--- config.mk ---
export PLATFORM = sky130hd
export DESIGN_NAME = spi_wd_timer
export DESIGN_NICKNAME = d
export VERILOG_FILES = /design/src/rtl/spi_wd_pkg.sv /design/src/rtl/wd_period_sel.sv /design/src/rtl/wd_toggle_det.sv /design/src/rtl/wd_cfg_reg.sv /design/src/rtl/wd_tick_counter.sv /design/src/rtl/spi_wd_timer.sv
export SDC_FILE = /design/constraint.sdc
export NUM_CORES = 1
export LEC_CHECK = 0
export ABC_AREA = 1
export BUFFER_PORTS_ARGS = -buffer_cell sky130_fd_sc_hd__buf_2
export CAP_MARGIN = 10
export CORE_MARGIN = 2
export CORE_UTILIZATION = 45
export DETAILED_ROUTE_END_ITERATION = 6
export SLEW_MARGIN = 10
export SYNTH_ARGS = -nofsm -noshare
export SYNTH_HDL_FRONTEND = slang
export SYNTH_SLANG_ARGS = --single-unit
--- constraint.sdc ---
create_clock -name clk -period 2.6 [get_ports clk]
set_clock_uncertainty 0.2 [all_clocks]
set_input_delay 0.26 -clock clk [delete_from_list [all_inputs] [get_ports clk]]
set_output_delay 0.26 -clock clk [all_outputs]
set_load 0.02 [all_outputs]
--- src/rtl/spi_wd_pkg.sv ---
// Package: shared types and constants for the serial-refreshed watchdog.
// Assumes: period codes are two bits wide and the reset code is 00.
package spi_wd_pkg;
    typedef logic [1:0] wd_code_t;

    localparam wd_code_t WD_CODE_RESET = 2'b00;

    // Largest of four periods, used to size the tick counter.
    function automatic int unsigned wd_max4(input int unsigned a, input int unsigned b,
                                            input int unsigned c, input int unsigned d);
        int unsigned m;
        m = a;
        if (b > m) m = b;
        if (c > m) m = c;
        if (d > m) m = d;
        return m;
    endfunction
endpackage

--- src/rtl/wd_period_sel.sv ---
// Module: maps a period code to a tick count.
// Assumes: every period is at least 1 and fits in CNT_W bits.
module wd_period_sel
    import spi_wd_pkg::*;
#(
    parameter int unsigned P_CODE0 = 558,
    parameter int unsigned P_CODE1 = 279,
    parameter int unsigned P_CODE2 = 2250,
    parameter int unsigned P_CODE3 = 1125,
    parameter int unsigned CNT_W   = 12
) (
    input  wd_code_t          code,
    output logic [CNT_W-1:0]  limit
);
    // Code-to-period lookup; the order is not monotonic on purpose.
    always_comb begin
        unique case (code)
            2'b00:   limit = CNT_W'(P_CODE0);
            2'b01:   limit = CNT_W'(P_CODE1);
            2'b10:   limit = CNT_W'(P_CODE2);
            default: limit = CNT_W'(P_CODE3);
        endcase
    end
endmodule

--- src/rtl/wd_toggle_det.sv ---
// Module: remembers the keep-alive bit of the last frame and flags a change.
// Assumes: frame_valid is a single-cycle strobe; the reset reference is 0.
module wd_toggle_det (
    input  logic clk,
    input  logic rst_n,
    input  logic frame_valid,
    input  logic frame_wd_bit,
    output logic restart
);
    logic wd_bit_q;

    // A restart is any frame whose bit differs from the stored one.
    assign restart = frame_valid && (frame_wd_bit != wd_bit_q);

    // Store the bit of every frame, whether or not it changed.
    always_ff @(posedge clk) begin
        if (!rst_n)           wd_bit_q <= 1'b0;
        else if (frame_valid) wd_bit_q <= frame_wd_bit;
    end
endmodule

--- src/rtl/wd_cfg_reg.sv ---
// Module: holds the programmed period code and gives the code a restart would use.
// Assumes: a configuration write is valid only together with a frame strobe.
module wd_cfg_reg
    import spi_wd_pkg::*;
(
    input  logic     clk,
    input  logic     rst_n,
    input  logic     frame_valid,
    input  logic     cfg_wr,
    input  wd_code_t cfg_code,
    output wd_code_t code_q,
    output wd_code_t code_next
);
    logic load;

    assign load      = frame_valid && cfg_wr;
    // The same-frame code wins, so a write plus a flip starts the new period.
    assign code_next = load ? cfg_code : code_q;

    // Programmed code register.
    always_ff @(posedge clk) begin
        if (!rst_n)    code_q <= WD_CODE_RESET;
        else if (load) code_q <= cfg_code;
    end
endmodule

--- src/rtl/wd_tick_counter.sv ---
// Module: counts time-base ticks against a period latched at each restart
//         and raises a sticky expiry flag.
// Assumes: RESET_LIMIT equals the period of the reset code; limits are >= 1.
module wd_tick_counter #(
    parameter int unsigned CNT_W       = 12,
    parameter int unsigned RESET_LIMIT = 558
) (
    input  logic             clk,
    input  logic             rst_n,
    input  logic             tick,
    input  logic             restart,
    input  logic [CNT_W-1:0] limit_in,
    output logic             expired
);
    logic [CNT_W-1:0] cnt_q;
    logic [CNT_W-1:0] limit_q;
    logic             last_tick;

    // The tick that brings the count to the period ends it.
    assign last_tick = tick && !expired && (cnt_q == limit_q - CNT_W'(1));

    // Count and period latch; a restart takes priority over a tick.
    always_ff @(posedge clk) begin
        if (!rst_n) begin
            cnt_q   <= '0;
            limit_q <= CNT_W'(RESET_LIMIT);
        end else if (restart) begin
            cnt_q   <= '0;
            limit_q <= limit_in;
        end else if (tick && !expired && !last_tick) begin
            cnt_q   <= cnt_q + CNT_W'(1);
        end
    end

    // Sticky expiry flag, cleared only by reset.
    always_ff @(posedge clk) begin
        if (!rst_n)                    expired <= 1'b0;
        else if (last_tick && !restart) expired <= 1'b1;
    end
endmodule

--- src/rtl/spi_wd_timer.sv ---
// Module: top of the serial-refreshed watchdog. It ties the toggle detector,
//         the code register, the period lookup and the tick counter together.
// Assumes: frame strobes come from an upstream decoder; tick_ms is a one-cycle
//          enable; synchronous active-low reset.
module spi_wd_timer
    import spi_wd_pkg::*;
#(
    parameter int unsigned P_CODE0 = 558,
    parameter int unsigned P_CODE1 = 279,
    parameter int unsigned P_CODE2 = 2250,
    parameter int unsigned P_CODE3 = 1125
) (
    input  logic       clk,
    input  logic       rst_n,
    input  logic       tick_ms,
    input  logic       frame_valid,
    input  logic       frame_wd_bit,
    input  logic       cfg_wr,
    input  logic [1:0] cfg_code,
    output logic       wd_timeout,
    output logic [1:0] wd_period_code
);
    localparam int unsigned P_MAX = wd_max4(P_CODE0, P_CODE1, P_CODE2, P_CODE3);
    localparam int unsigned CNT_W = $clog2(P_MAX + 1);

    logic             restart;
    wd_code_t         code_q;
    wd_code_t         code_next;
    logic [CNT_W-1:0] limit_next;

    wd_toggle_det u_toggle (
        .clk          (clk),
        .rst_n        (rst_n),
        .frame_valid  (frame_valid),
        .frame_wd_bit (frame_wd_bit),
        .restart      (restart)
    );

    wd_cfg_reg u_cfg (
        .clk         (clk),
        .rst_n       (rst_n),
        .frame_valid (frame_valid),
        .cfg_wr      (cfg_wr),
        .cfg_code    (cfg_code),
        .code_q      (code_q),
        .code_next   (code_next)
    );

    wd_period_sel #(
        .P_CODE0 (P_CODE0),
        .P_CODE1 (P_CODE1),
        .P_CODE2 (P_CODE2),
        .P_CODE3 (P_CODE3),
        .CNT_W   (CNT_W)
    ) u_sel (
        .code  (code_next),
        .limit (limit_next)
    );

    wd_tick_counter #(
        .CNT_W       (CNT_W),
        .RESET_LIMIT (P_CODE0)
    ) u_cnt (
        .clk      (clk),
        .rst_n    (rst_n),
        .tick     (tick_ms),
        .restart  (restart),
        .limit_in (limit_next),
        .expired  (wd_timeout)
    );

    assign wd_period_code = code_q;
endmodule

==> reports/qor.log, run 1 <==
qor: run_status.status complete, no violations
qor: setup_path.arrival 2140 ps
qor: clock_network.post-cts-setup-buffer-count 0
qor: cells_and_area.final_std_cell_area_no_fill 1900 um2
qor: timing.rsz0062_at_grt false
qor: timing.finalSetupViolCount 0
qor: routing.routed_wirelength 3.71 mm
qor: synth.ys_top_cells_by_count sky130_fd_sc_hd__nand2_1 (68), sky130_fd_sc_hd__inv_1 (31), sky130_fd_sc_hd__nor2_1 (28)
qor: clock_network.tritoncts done
qor: cells_and_area.diodes 0
qor: clock_network.hold_buffers 0
qor: synth.synth.top_cells.by_area sky130_fd_sc_hd__dfxtp_1 (30%), sky130_fd_sc_hd__nand2_1 (15%), sky130_fd_sc_hd__nand3_1 (7.4%)
qor: setup_path.slowest_stage sky130_fd_sc_hd__dfxtp_1
qor: floorplanning.die-height 66.5 um
qor: floorplanning.fp-row-count 22
qor: setup_path.crit_end u_cnt.cnt_q[4]
qor: timing.fmax 468 MHz
qor: clock_network.clkLatencyLatePin 270 ps
qor: clock_network.cts_root_buffer sky130_fd_sc_hd__clkbuf_8
qor: pwr.p_leak 0.820 nW
qor: synth.number_of_enable_type_register_cells_in_the_synthesized_netlist 0
qor: floorplanning.core_region_area 3720 um2
qor: worst_hold_path.worst_hold_path_type in -> reg
qor: synth.syn_area 1760 um2
qor: cells_and_area.area_of_combinational_cells_with_multiple_inputs 1050 um2
qor: routing.detail-route-antenna-nets 0
qor: synth.synthFlopType sky130_fd_sc_hd__dfxtp_1
qor: cells_and_area.areaGrowthSynthToFinish 8.34%
qor: setup_path.endpoint_kind flop
qor: placement.place_area 1850 um2
qor: setup_path.start_kind flop
qor: synth.syn_inst 265
qor: clock_network.cts-htree-levels 1
qor: clock_network.reg_clk_slew_reported_paths 90 ps
qor: setup_path.reg2reg_to u_cnt.cnt_q[4]
qor: cells_and_area.layout.area.seq 520 um2
qor: setup_path.rr_startpoint u_cnt.limit_q[0]
qor: placement.finalWeightedCongestion 0.900
qor: floorplanning.die_w 66.5 um
qor: placement.port_buffers 10
qor: synth.synth.yosys.warnings 0
qor: timing.final.setup.tns 0 ps
qor: clock_network.tritoncts.num_buffers 3
qor: global_route.gr-total-overflow 0
qor: clock_network.cts.path.max_buffers 2
qor: flow_run.cap_violations 0
qor: clock_network.cts_num_sinks 26
qor: routing.detailedRoute.firstIterationViolations 73
qor: routing.routed_via_density 4.80
qor: setup_path.worstRegToRegCells 14
qor: pwr.pwr_density_cell 446 nW/um2
qor: setup_path.worstPathMaxFanout 13
qor: synth.synth.net_count 280
qor: routing.remaining_drc_errors 0
qor: setup_path.critPathMostFrequentCell sky130_fd_sc_hd__nand2_1
qor: setup_path.crit_path_cell_trace inv_1 > ha_1 > nand2_2 > nor2_2 > nand2_1 > nand2_1 > nand2_1 > nor2_1 > nand2_1 > nor2_4 > nand2_4 > nand2_4 > nand2_1 > a21oi_2
qor: cells_and_area.nets 292
qor: setup_path.timing.critical_path.from u_cnt.limit_q[0]
qor: timing.holdWs 37.1 ps
qor: synth.synth.most_common_cell sky130_fd_sc_hd__nand2_1
qor: timing.worstMarginPinSlew 459 ps
qor: floorplanning.dieArea 4420 um2
qor: placement.detailed_place_hpwl 2.93 mm
qor: setup_path.worst-endpoint-required 2610 ps
qor: worst_hold_path.worst_hold_startpoint frame_wd_bit
qor: synth.async_flop_share 0
qor: setup_path.timing.reg2reg.setup_slack 470 ps
qor: cells_and_area.layout-drive-gt1-share 0.138
qor: pwr.worst_ir_drop_vdd 0.285 mV
qor: routing.drtPass1Iterations 4
qor: synth.synth_seq_area_share 0.297
qor: global_route.all_layer_gr_usage 0.195
qor: timing.final-hold-violation-count 0
qor: synth.ys_seq_elements 26
qor: setup_path.cp_slowest_stage_delay 340 ps
qor: timing.final_period_util 0.821
qor: synth.synth_top_area_share 0.297
qor: global_route.grt_max_degree 15
qor: synth.avgSynthCellArea 6.62 um2
qor: setup_path.setup.worst_path.class reg -> reg
qor: routing.routed_wire_length_per_instance 11.4 um
qor: timing.maxSlewViolCount 0
qor: floorplanning.initial_utilization 0.472
qor: timing.slew-limit-headroom 0.694
qor: cells_and_area.n_fill_cell 382
qor: synth.netlist.top_cell.by_area sky130_fd_sc_hd__dfxtp_1
qor: pwr.design_power_total 0.849 mW
qor: clock_network.cts_repair_resize_count 0
qor: global_route.grt_pass1_vias 1401
qor: synth.synth_cell_type_count 28
qor: floorplanning.design.portCount 11
qor: global_route.antenna_found_initial 0
qor: timing.period_minus_slack 2130 ps
qor: global_route.grt_first_pass_wirelength 6.58 mm
qor: routing.routed-via-count 1555
[power breakdown]
group	switching (mW)	total (mW)	internal, mW
registers	0.0233	0.439	0.416
logic	0.0886	0.145	0.0563
clock network	0.129	0.265	0.135
total	0.241	0.849	0.607
[layout by cell type, fill, tap and decap left out, drive strengths merged]
master / count
a21oi: 16
a22oi: 1
buf: 14
clkbuf: 4
dfxtp: 26
ha: 7
inv: 35
nand2: 73
nand3: 27
nand4: 1
nor2: 34
nor3: 7
o211ai: 1
o21ai: 11
o21bai: 1
xnor2: 5
xor2: 13
[cell type report]
class	instances	area share
multi-input cells	197	0.555
flip-flops and latches	26	0.274
inverters	35	0.0691
repair buffers	14	0.0421
well taps	48	0.0316
clock buffers	4	0.0289
[cells by family (layout without fill, tap and decap cells)]
logic type      Yosys count  count (layout)  share of synthesized area
simple gates            142             142                      0.365
buf+inv                  42              53                      0.103
compound gates           30              30                     0.0962
flops                    26              26                      0.297
xor+xnor                 18              18                     0.0898
fa+ha+maj                 7               7                     0.0499
[registers in the layout (all words and copies together), names as in the netlist]
register           cells
u_cnt.cnt_q           12
u_cfg.code_q           2
u_cnt.limit_q         10
u_toggle.wd_bit_q      1
u_cnt.expired          1
[worst max-delay path: cells and delay by family (launching register included)]
| kind | cells | cell delay (ps) |
|---|---|---|
| buffers and inverters | 1 | 110 |
| flip-flops | 1 | 340 |
| adder cells (fa/ha/maj) | 1 | 230 |
| AO/OA/AOI/OAI | 1 | 120 |
| AND/OR/NAND/NOR | 11 | 1060 |
[worst min-delay path by stage]
stage / end / slack, ps / depth (start not counted)
detailed placement: u_cnt.expired / 260 / 2
global placement: u_cnt.expired / 260 / 2
CTS: u_cnt.limit_q[5] / 30 / 2
floorplan: u_cnt.limit_q[5] / 140 / 1
global route: u_cnt.limit_q[5] / 40 / 2
finish: u_toggle.wd_bit_q / 40 / 3
[per-stage QoR]
step           setup WS (ps)  std cells   util
6_report                 465        324  0.512
5_1_grt                  178        324  0.512
4_1_cts                  439        324  0.512
3_5_place_dp             468        320  0.497
3_3_place_gp             543        320  0.497
2_1_floorplan            695        265      -
[routing by layer]
metal	track usage	share of wire
met4	0.0612	0.0073
met2	0.291	0.42
met5	0	0
met1	0.290	0.53
met3	0.0220	0.033
Power figures use the tool's default switching activity.
==> run 2: changes to the inputs <==
Settings changed: ABC_AREA 1 to 0.
Clock period 2.6 ns to 1.9 ns, I/O delays scaled along.
==> reports/qor.log, run 2 <==
qor: clock_network.cts-htree-levels 1 [unchanged]
qor: placement.port_buffers 10 [unchanged]
qor: global_route.grt_first_pass_wirelength 6.83 mm [+3.8%]
qor: timing.finalSetupViolCount 13 [+13]
qor: cells_and_area.largest_reg_flops 12 [unchanged]
qor: worst_hold_path.worst_hold_path_type in -> reg
qor: floorplanning.fp-row-count 21 [-4.5%]
qor: cells_and_area.nets 239 [-18%]
qor: timing.slew-limit-headroom 0.608 [-0.0859]
qor: routing.detailedRoute.firstIterationViolations 61 [-16%]
qor: cells_and_area.commonest_cells_after_routing_fill_and_taps_aside sky130_fd_sc_hd__buf_4 (32), sky130_fd_sc_hd__dfxtp_1 (24), sky130_fd_sc_hd__nand2_1 (22), sky130_fd_sc_hd__a21oi_1 (10), sky130_fd_sc_hd__buf_2 (10)
qor: setup_path.crit_path_cell_trace inv_2 > ha_4 > or3b_4 > or4_4 > a211oi_4 > and4_4 > or4_1 > a21oi_1
qor: timing.maxSlewViolCount 0 [unchanged]
qor: flow_run.cap_violations 0 [unchanged]
qor: synth.synth.net_count 193 [-31%]
qor: synth.synth_cell_type_count 50 [+79%]
qor: synth.avgSynthCellArea 9.24 um2 [+40%]
qor: setup_path.timing.reg2reg.setup_slack -620 ps [-1080 ps]
qor: clock_network.tritoncts.num_buffers 3 [unchanged]
qor: global_route.all_layer_gr_usage 0.206 [+0.0115]
qor: routing.detail-route-antenna-nets 0 [unchanged]
qor: setup_path.cp_slowest_stage_delay 440 ps [+100 ps]
qor: cells_and_area.area_of_combinational_cells_with_multiple_inputs 1100 um2 [+4.6%]
qor: timing.period_minus_slack 2520 ps [+384 ps]
qor: setup_path.cell_type_group_with_the_largest_total_delay_on_the_critical_path simple AND/OR/NAND/NOR gates
qor: cells_and_area.areaGrowthSynthToFinish 26.4%
qor: run_status.violated_checks setup timing
qor: floorplanning.core_region_area 3420 um2 [-8.1%]
qor: floorplanning.die-height 64.5 um [-3.0%]
qor: timing.final.setup.tns -7840 ps [-7840 ps]
qor: clock_network.cts_num_sinks 26 [unchanged]
qor: setup_path.worstPathMaxFanout 6 [-7]
qor: setup_path.worstRegToRegCells 8 [-6]
qor: cells_and_area.final_std_cell_area_no_fill 2080 um2 [+9.3%]
qor: setup_path.arrival 2550 ps [+410 ps]
qor: worst_hold_path.worstHoldEndpoint u_cnt.cnt_q[0]
qor: floorplanning.die_w 64.5 um [-3.0%]
qor: cells_and_area.post-route-util 0.609 [+0.0970]
qor: synth.synth.yosys.warnings 0 [unchanged]
qor: timing.rsz0062_at_grt true
qor: setup_path.buffers_plus_inverters_on_the_worst_setup_path 1 [unchanged]
qor: clock_network.cts.path.max_buffers 2 [unchanged]
qor: clock_network.cts_root_buffer sky130_fd_sc_hd__clkbuf_4
qor: run_status.status finished, violations left
qor: timing.layout_setup_ws -619 ps [-1080 ps]
qor: setup_path.rr_startpoint u_cnt.limit_q[0]
qor: pwr.p_leak 0.800 nW [-2.4%]
qor: cells_and_area.layout-drive-gt1-share 0.327 [+0.190]
qor: routing.routed-via-count 1518 [-2.4%]
qor: cells_and_area.diodes 0 [unchanged]
qor: floorplanning.dieArea 4160 um2 [-5.9%]
qor: synth.ys_top_cells_by_count sky130_fd_sc_hd__dfxtp_1 (26), sky130_fd_sc_hd__nand2_1 (22), sky130_fd_sc_hd__a21oi_1 (10)
qor: cells_and_area.n_fill_cell 307 [-20%]
qor: clock_network.reg_clk_slew_reported_paths 150 ps [+60 ps]
qor: placement.place_area 1900 um2 [+3.0%]
qor: routing.remaining_drc_errors 0 [unchanged]
qor: timing.holdWs 53.6 ps [+16.5 ps]
qor: cells_and_area.layout.area.seq 523 um2 [+0.48%]
qor: pwr.pwr_density_cell 526 nW/um2 [+18%]
qor: global_route.gr-total-overflow 0 [unchanged]
qor: synth.ys_seq_elements 26 [unchanged]
qor: global_route.grt_max_degree 16 [+1]
qor: synth.number_of_enable_type_register_cells_in_the_synthesized_netlist 0 [unchanged]
qor: cells_and_area.top_register u_cnt.cnt_q
qor: timing.final_period_util 1.33 [+0.504]
qor: synth.syn_inst 178 [-33%]
qor: synth.synth.most_common_cell sky130_fd_sc_hd__dfxtp_1
qor: setup_path.reg2reg_to u_cnt.cnt_q[7]
qor: global_route.antenna_found_initial 0 [unchanged]
qor: worst_hold_path.worst_hold_startpoint tick_ms
qor: routing.routed_wirelength 3.97 mm [+7.1%]
qor: routing.drtPass1Iterations 5 [+1]
qor: cells_and_area.largestRegisters u_cnt.cnt_q: 12 flops, u_cnt.limit_q: 10 flops, u_cfg.code_q: 2 flops
qor: timing.fmax 397 MHz [-15%]
qor: clock_network.clkLatencyLatePin 330 ps [+60 ps]
qor: synth.syn_area 1650 um2 [-6.3%]
qor: synth.synthFlopType sky130_fd_sc_hd__dfxtp_1
qor: setup_path.worst-endpoint-required 1930 ps [-680 ps]
qor: routing.routed_via_density 5.64 [+18%]
qor: clock_network.tritoncts done
qor: pwr.design_power_total 1.09 mW [+29%]
qor: timing.worstMarginPinSlew 582 ps [+123 ps]
qor: setup_path.endpoint_kind flop
qor: cells_and_area.layout_commonest_cell sky130_fd_sc_hd__buf_4
qor: routing.routed_wire_length_per_instance 14.8 um [+29%]
qor: pwr.worst_ir_drop_vdd 0.353 mV [+24%]
qor: synth.synth.top_cells.by_area sky130_fd_sc_hd__dfxtp_1 (32%), sky130_fd_sc_hd__ha_1 (5.3%), sky130_fd_sc_hd__nand2_1 (5.0%)
qor: synth.async_flop_share 0 [unchanged]
qor: global_route.grt_pass1_vias 1510 [+7.8%]
qor: floorplanning.design.portCount 11 [unchanged]
qor: synth.netlist.top_cell.by_area sky130_fd_sc_hd__dfxtp_1
qor: synth.synth_top_area_share 0.316 [+0.0198]
qor: setup_path.start_kind flop
qor: synth.synth_seq_area_share 0.316 [+0.0198]
qor: placement.detailed_place_hpwl 2.65 mm [-9.3%]
qor: setup_path.slowest_stage sky130_fd_sc_hd__or4_4
qor: floorplanning.initial_utilization 0.482 [+0.00929]
qor: placement.finalWeightedCongestion 0.865 [-3.9%]
qor: worst_hold_path.min_delay_path_depth 4 [+1]
qor: timing.final-hold-violation-count 0 [unchanged]
qor: setup_path.setup.worst_path.class reg -> reg
run 2: cell types whose count changed after synthesis, moves of 5 or more:
cell / before / now
sky130_fd_sc_hd__inv_1: 31 / 5
sky130_fd_sc_hd__mux2i_1: 0 / 6
sky130_fd_sc_hd__nand2_1: 68 / 22
sky130_fd_sc_hd__nand2b_1: 0 / 6
sky130_fd_sc_hd__nand3_1: 26 / 7
sky130_fd_sc_hd__nor2_1: 28 / 1
sky130_fd_sc_hd__o21ai_0: 9 / 3
sky130_fd_sc_hd__or4_1: 0 / 5
sky130_fd_sc_hd__xor2_1: 13 / 5
run 2: per-stage QoR:
step           setup WS [ps]  cells
2_1_floorplan           -568    178
6_report                -619    269
3_5_place_dp            -616    254
3_3_place_gp            -551    254
5_1_grt                 -712    269
4_1_cts                 -587    268
run 2: layout make-up:
| cell class | count | area share |
|---|---|---|
| Multi-Input combinational cell | 141 | 0.531 |
| Sequential cell | 26 | 0.252 |
| Timing Repair Buffer | 47 | 0.164 |
| Tap cell | 46 | 0.0277 |
| Clock buffer | 4 | 0.0174 |
| Inverter | 5 | 0.00903 |
run 2: what timing repair did:
| item | in CTS | in global routing |
|---|---|---|
| cloned | 3 | 0 |
| endpoints found under the setup margin | 13 | 13 |
| hold buffers | 5 | 0 |
| setup buffers | 2 | 1 |
| pin swaps | 14 | 3 |
| gates resized for setup | 9 | 1 |
| hold endpoints to repair | 7 | 0 |
run 2: cell families (layout without fill, tap and decap cells):
kind of cell / count (synthesis) / in the layout / synth area share
adder cells (fa/ha/maj): 7 / 7 / 0.0532
AND/OR/NAND/NOR: 70 / 73 / 0.259
multiplexers: 7 / 7 / 0.0433
flip-flops: 26 / 26 / 0.316
XOR/XNOR: 14 / 14 / 0.0951
buffers and inverters: 14 / 56 / 0.0639
AO/OA/AOI/OAI: 40 / 40 / 0.169
run 2: worst max-delay path by stage:
stage | depth (start not counted) | slack (ps) | from | to
2_1_floorplan | 10 | -570 | u_cnt.limit_q[0] | u_cnt.cnt_q[1]
3_3_place_gp | 8 | -550 | u_cnt.limit_q[0] | u_cnt.cnt_q[11]
3_5_place_dp | 8 | -620 | u_cnt.limit_q[0] | u_cnt.cnt_q[9]
4_1_cts | 8 | -590 | u_cnt.limit_q[0] | u_cnt.cnt_q[7]
5_1_grt | 8 | -710 | u_cnt.limit_q[0] | u_cnt.cnt_q[7]
6_report | 8 | -620 | u_cnt.limit_q[0] | u_cnt.cnt_q[7]
run 2: routing by layer:
metal	track usage	part of all wire	vias up
met4	0.0532	0.014	0
met1	0.273	0.47	728
met2	0.354	0.48	31
met5	0	0	-
met3	0.0278	0.032	7
li1	-	-	752
run 2: worst register-to-register path: cells and delay by family (launching register included):
kind / cells / cell delay, ps
and+or+nand+nor: 4 / 1290
AOI/OAI and AO/OA: 2 / 370
adders and majority gates: 1 / 120
DFF: 1 / 370
buffers and inverters: 1 / 80
run 2: power by group:
| part | internal [mW] | total (mW) | switching, mW |
|---|---|---|---|
| clock | 0.117 | 0.289 | 0.172 |
| combinational | 0.110 | 0.224 | 0.115 |
| sequential | 0.565 | 0.581 | 0.0163 |
| total | 0.792 | 1.09 | 0.303 |
==> run 3: changes to the inputs <==
Settings changed: GPL_TIMING_DRIVEN set to 0.
Clock period 1.9 ns to 2.2 ns, I/O delays scaled along.
==> reports/qor.log, run 3 (synthesized netlist as in run 2, its figures left out) <==
qor: global_route.gr-total-overflow 0 [unchanged]
qor: timing.slew-limit-headroom 0.661 [+0.0535]
qor: cells_and_area.areaGrowthSynthToFinish 21.5%
qor: clock_network.reg_clk_slew_reported_paths 150 ps [about the same]
qor: timing.period_minus_slack 2620 ps [+105 ps]
qor: routing.detail-route-antenna-nets 0 [unchanged]
qor: floorplanning.design.portCount 11 [unchanged]
qor: cells_and_area.layout_commonest_cell sky130_fd_sc_hd__dfxtp_1
qor: clock_network.cts.path.max_buffers 2 [unchanged]
qor: timing.final_period_util 1.19 [-0.133]
qor: placement.detailed_place_hpwl 2.60 mm [-2.0%]
qor: floorplanning.dieArea 4160 um2 [unchanged]
qor: pwr.p_leak 0.724 nW [-9.5%]
qor: timing.rsz0062_at_grt true
qor: pwr.worst_ir_drop_vdd 0.373 mV [+5.7%]
qor: timing.finalSetupViolCount 13 [unchanged]
qor: floorplanning.core_region_area 3420 um2 [unchanged]
qor: floorplanning.initial_utilization 0.482 [unchanged]
qor: floorplanning.fp-row-count 21 [unchanged]
qor: routing.detailedRoute.firstIterationViolations 81 [+33%]
qor: routing.routed_via_density 5.60 [-0.79%]
qor: worst_hold_path.worst_hold_path_type in -> reg
qor: global_route.all_layer_gr_usage 0.189 [-0.0174]
qor: placement.finalWeightedCongestion 0.762 [-12%]
qor: cells_and_area.number_of_non_filler_instances_in_the_completed_layout 249 [-7.4%]
qor: run_status.violated_checks setup timing
qor: pwr.pwr_density_cell 493 nW/um2 [-6.2%]
qor: placement.number_of_cells_in_the_design_after_placement 234 [-7.9%]
qor: flow_run.cap_violations 0 [unchanged]
qor: global_route.antenna_found_initial 0 [unchanged]
qor: placement.port_buffers 10 [unchanged]
qor: setup_path.rr_startpoint u_cnt.limit_q[0]
qor: routing.routed_wirelength 3.62 mm [-9.0%]
qor: timing.fmax 381 MHz [-4.0%]
qor: clock_network.tritoncts.num_buffers 3 [unchanged]
qor: cells_and_area.nets 219 [-8.4%]
qor: floorplanning.die-height 64.5 um [unchanged]
qor: placement.dpl_worst_slack -448 ps [+168 ps]
qor: setup_path.worstRegToRegCells 8 [unchanged]
qor: timing.maxSlewViolCount 0 [unchanged]
qor: global_route.grt_pass1_vias 1293 [-14%]
qor: clock_network.cts-htree-levels 1 [unchanged]
qor: clock_network.cts_root_buffer sky130_fd_sc_hd__clkbuf_4
qor: floorplanning.die_w 64.5 um [unchanged]
qor: timing.layout_setup_ws -424 ps [+195 ps]
qor: setup_path.worstPathMaxFanout 3 [-3]
qor: routing.routed-via-count 1394 [-8.2%]
qor: timing.worstMarginPinSlew 504 ps [-77.7 ps]
qor: clock_network.clkLatencyLatePin 330 ps [about the same]
qor: cells_and_area.commonest_cells_after_routing_fill_and_taps_aside sky130_fd_sc_hd__dfxtp_1 (23), sky130_fd_sc_hd__nand2_1 (22), sky130_fd_sc_hd__a21oi_1 (10), sky130_fd_sc_hd__buf_2 (10), sky130_fd_sc_hd__buf_4 (8)
qor: clock_network.cts_num_sinks 26 [unchanged]
qor: setup_path.reg2reg_to u_cnt.cnt_q[7]
qor: timing.final-hold-violation-count 0 [unchanged]
qor: setup_path.endpoint_kind flop
qor: cells_and_area.largestRegisters u_cnt.cnt_q: 12 flops, u_cnt.limit_q: 10 flops, u_cfg.code_q: 2 flops
qor: pwr.design_power_total 0.987 mW [-9.9%]
qor: run_status.status finished, violations left
qor: routing.remaining_drc_errors 0 [unchanged]
qor: setup_path.arrival 2680 ps [+130 ps]
qor: setup_path.timing.critical_path.from u_cnt.limit_q[0]
qor: cells_and_area.n_fill_cell 309 [+0.65%]
qor: setup_path.worst-endpoint-required 2260 ps [+330 ps]
qor: setup_path.timing.reg2reg.setup_slack -420 ps [+190 ps]
qor: routing.routed_wire_length_per_instance 14.5 um [-1.7%]
qor: clock_network.tritoncts done
qor: setup_path.start_kind flop
qor: cells_and_area.top_register u_cnt.cnt_q
qor: cells_and_area.largest_reg_flops 12 [unchanged]
qor: setup_path.crit_end u_cnt.cnt_q[7]
qor: cells_and_area.diodes 0 [unchanged]
qor: setup_path.setup.worst_path.class reg -> reg
qor: global_route.grt_first_pass_wirelength 6.21 mm [-9.1%]
qor: global_route.grt_max_degree 16 [unchanged]
qor: cells_and_area.layout-drive-gt1-share 0.261 [-0.0663]
qor: routing.drtPass1Iterations 4 [-1]
[run 3: cell count changes in the layout (fill, tap and decap cells not counted), sizes merged]
cell / delta
buf: -20
clkbuf: +4
bufinv: +1
and4: -3
bufbuf: +1
dlygate4sd3: -3
[run 3: routing by layer]
metal,track usage,share of wire
met1,0.271,0.49
met2,0.303,0.46
met3,0.0156,0.034
met4,0.0559,0.017
met5,0,0
[run 3: worst max-delay path: stages, from the launching register on]
cell and delay [ps]:
sky130_fd_sc_hd__dfxtp_2 350, sky130_fd_sc_hd__buf_4 130, sky130_fd_sc_hd__or4_4 570, sky130_fd_sc_hd__o211ai_1 170
sky130_fd_sc_hd__o41ai_1 100, sky130_fd_sc_hd__and4_4 220, sky130_fd_sc_hd__buf_4 140, sky130_fd_sc_hd__or4_1 470
sky130_fd_sc_hd__a21oi_1 190
[run 3: where the power goes]
part	switching (mW)	internal, mW
sequential	0.0235	0.488
clock	0.147	0.184
combinational	0.0759	0.0681
[run 3: worst min-delay path by stage]
stage / start / to / slack, ps / cells after the start
6_report: frame_valid / u_toggle.wd_bit_q / 20 / 3
5_1_grt: frame_valid / u_toggle.wd_bit_q / 30 / 3
4_1_cts: tick_ms / u_cnt.expired / 3 / 3
3_5_place_dp: u_cnt.limit_q[0] / u_cnt.limit_q[0] / 310 / 2
3_3_place_gp: u_cnt.limit_q[0] / u_cnt.limit_q[0] / 300 / 2
2_1_floorplan: rst_n / u_cnt.limit_q[7] / 170 / 1
[run 3: metrics by stage]
stage	util	area, um2	setup TNS (ps)	hold WS, ps
floorplan	-	1660	-2720	174
global placement	0.518	1770	-4480	295
detailed placement	0.518	1770	-4960	306
CTS	0.565	1930	-4400	3.47
global route	0.585	2000	-5700	29.1
finish	0.585	2000	-4520	21.2
[run 3: final cells by class]
type	count	area (um2)	share of cell area
clock buffer	3	22.5	0.0113
clock inverter	1	30.0	0.0150
buffer	9	82.6	0.0413
sequential	26	524	0.262
tap	46	57.6	0.0288
multi-input combinational	138	1080	0.540
inverter	5	18.8	0.00939
timing repair buffer	21	184	0.0920
[run 3: what timing repair did]
action / in CTS / in global routing
hold endpoints to repair: 2 / 1
hold buffers: 1 / 1
cloned: 1 / 1
setup buffers: 7 / 0
resized for setup: 3 / 8
pin swaps: 4 / 2
setup endpoints to repair: 13 / 13
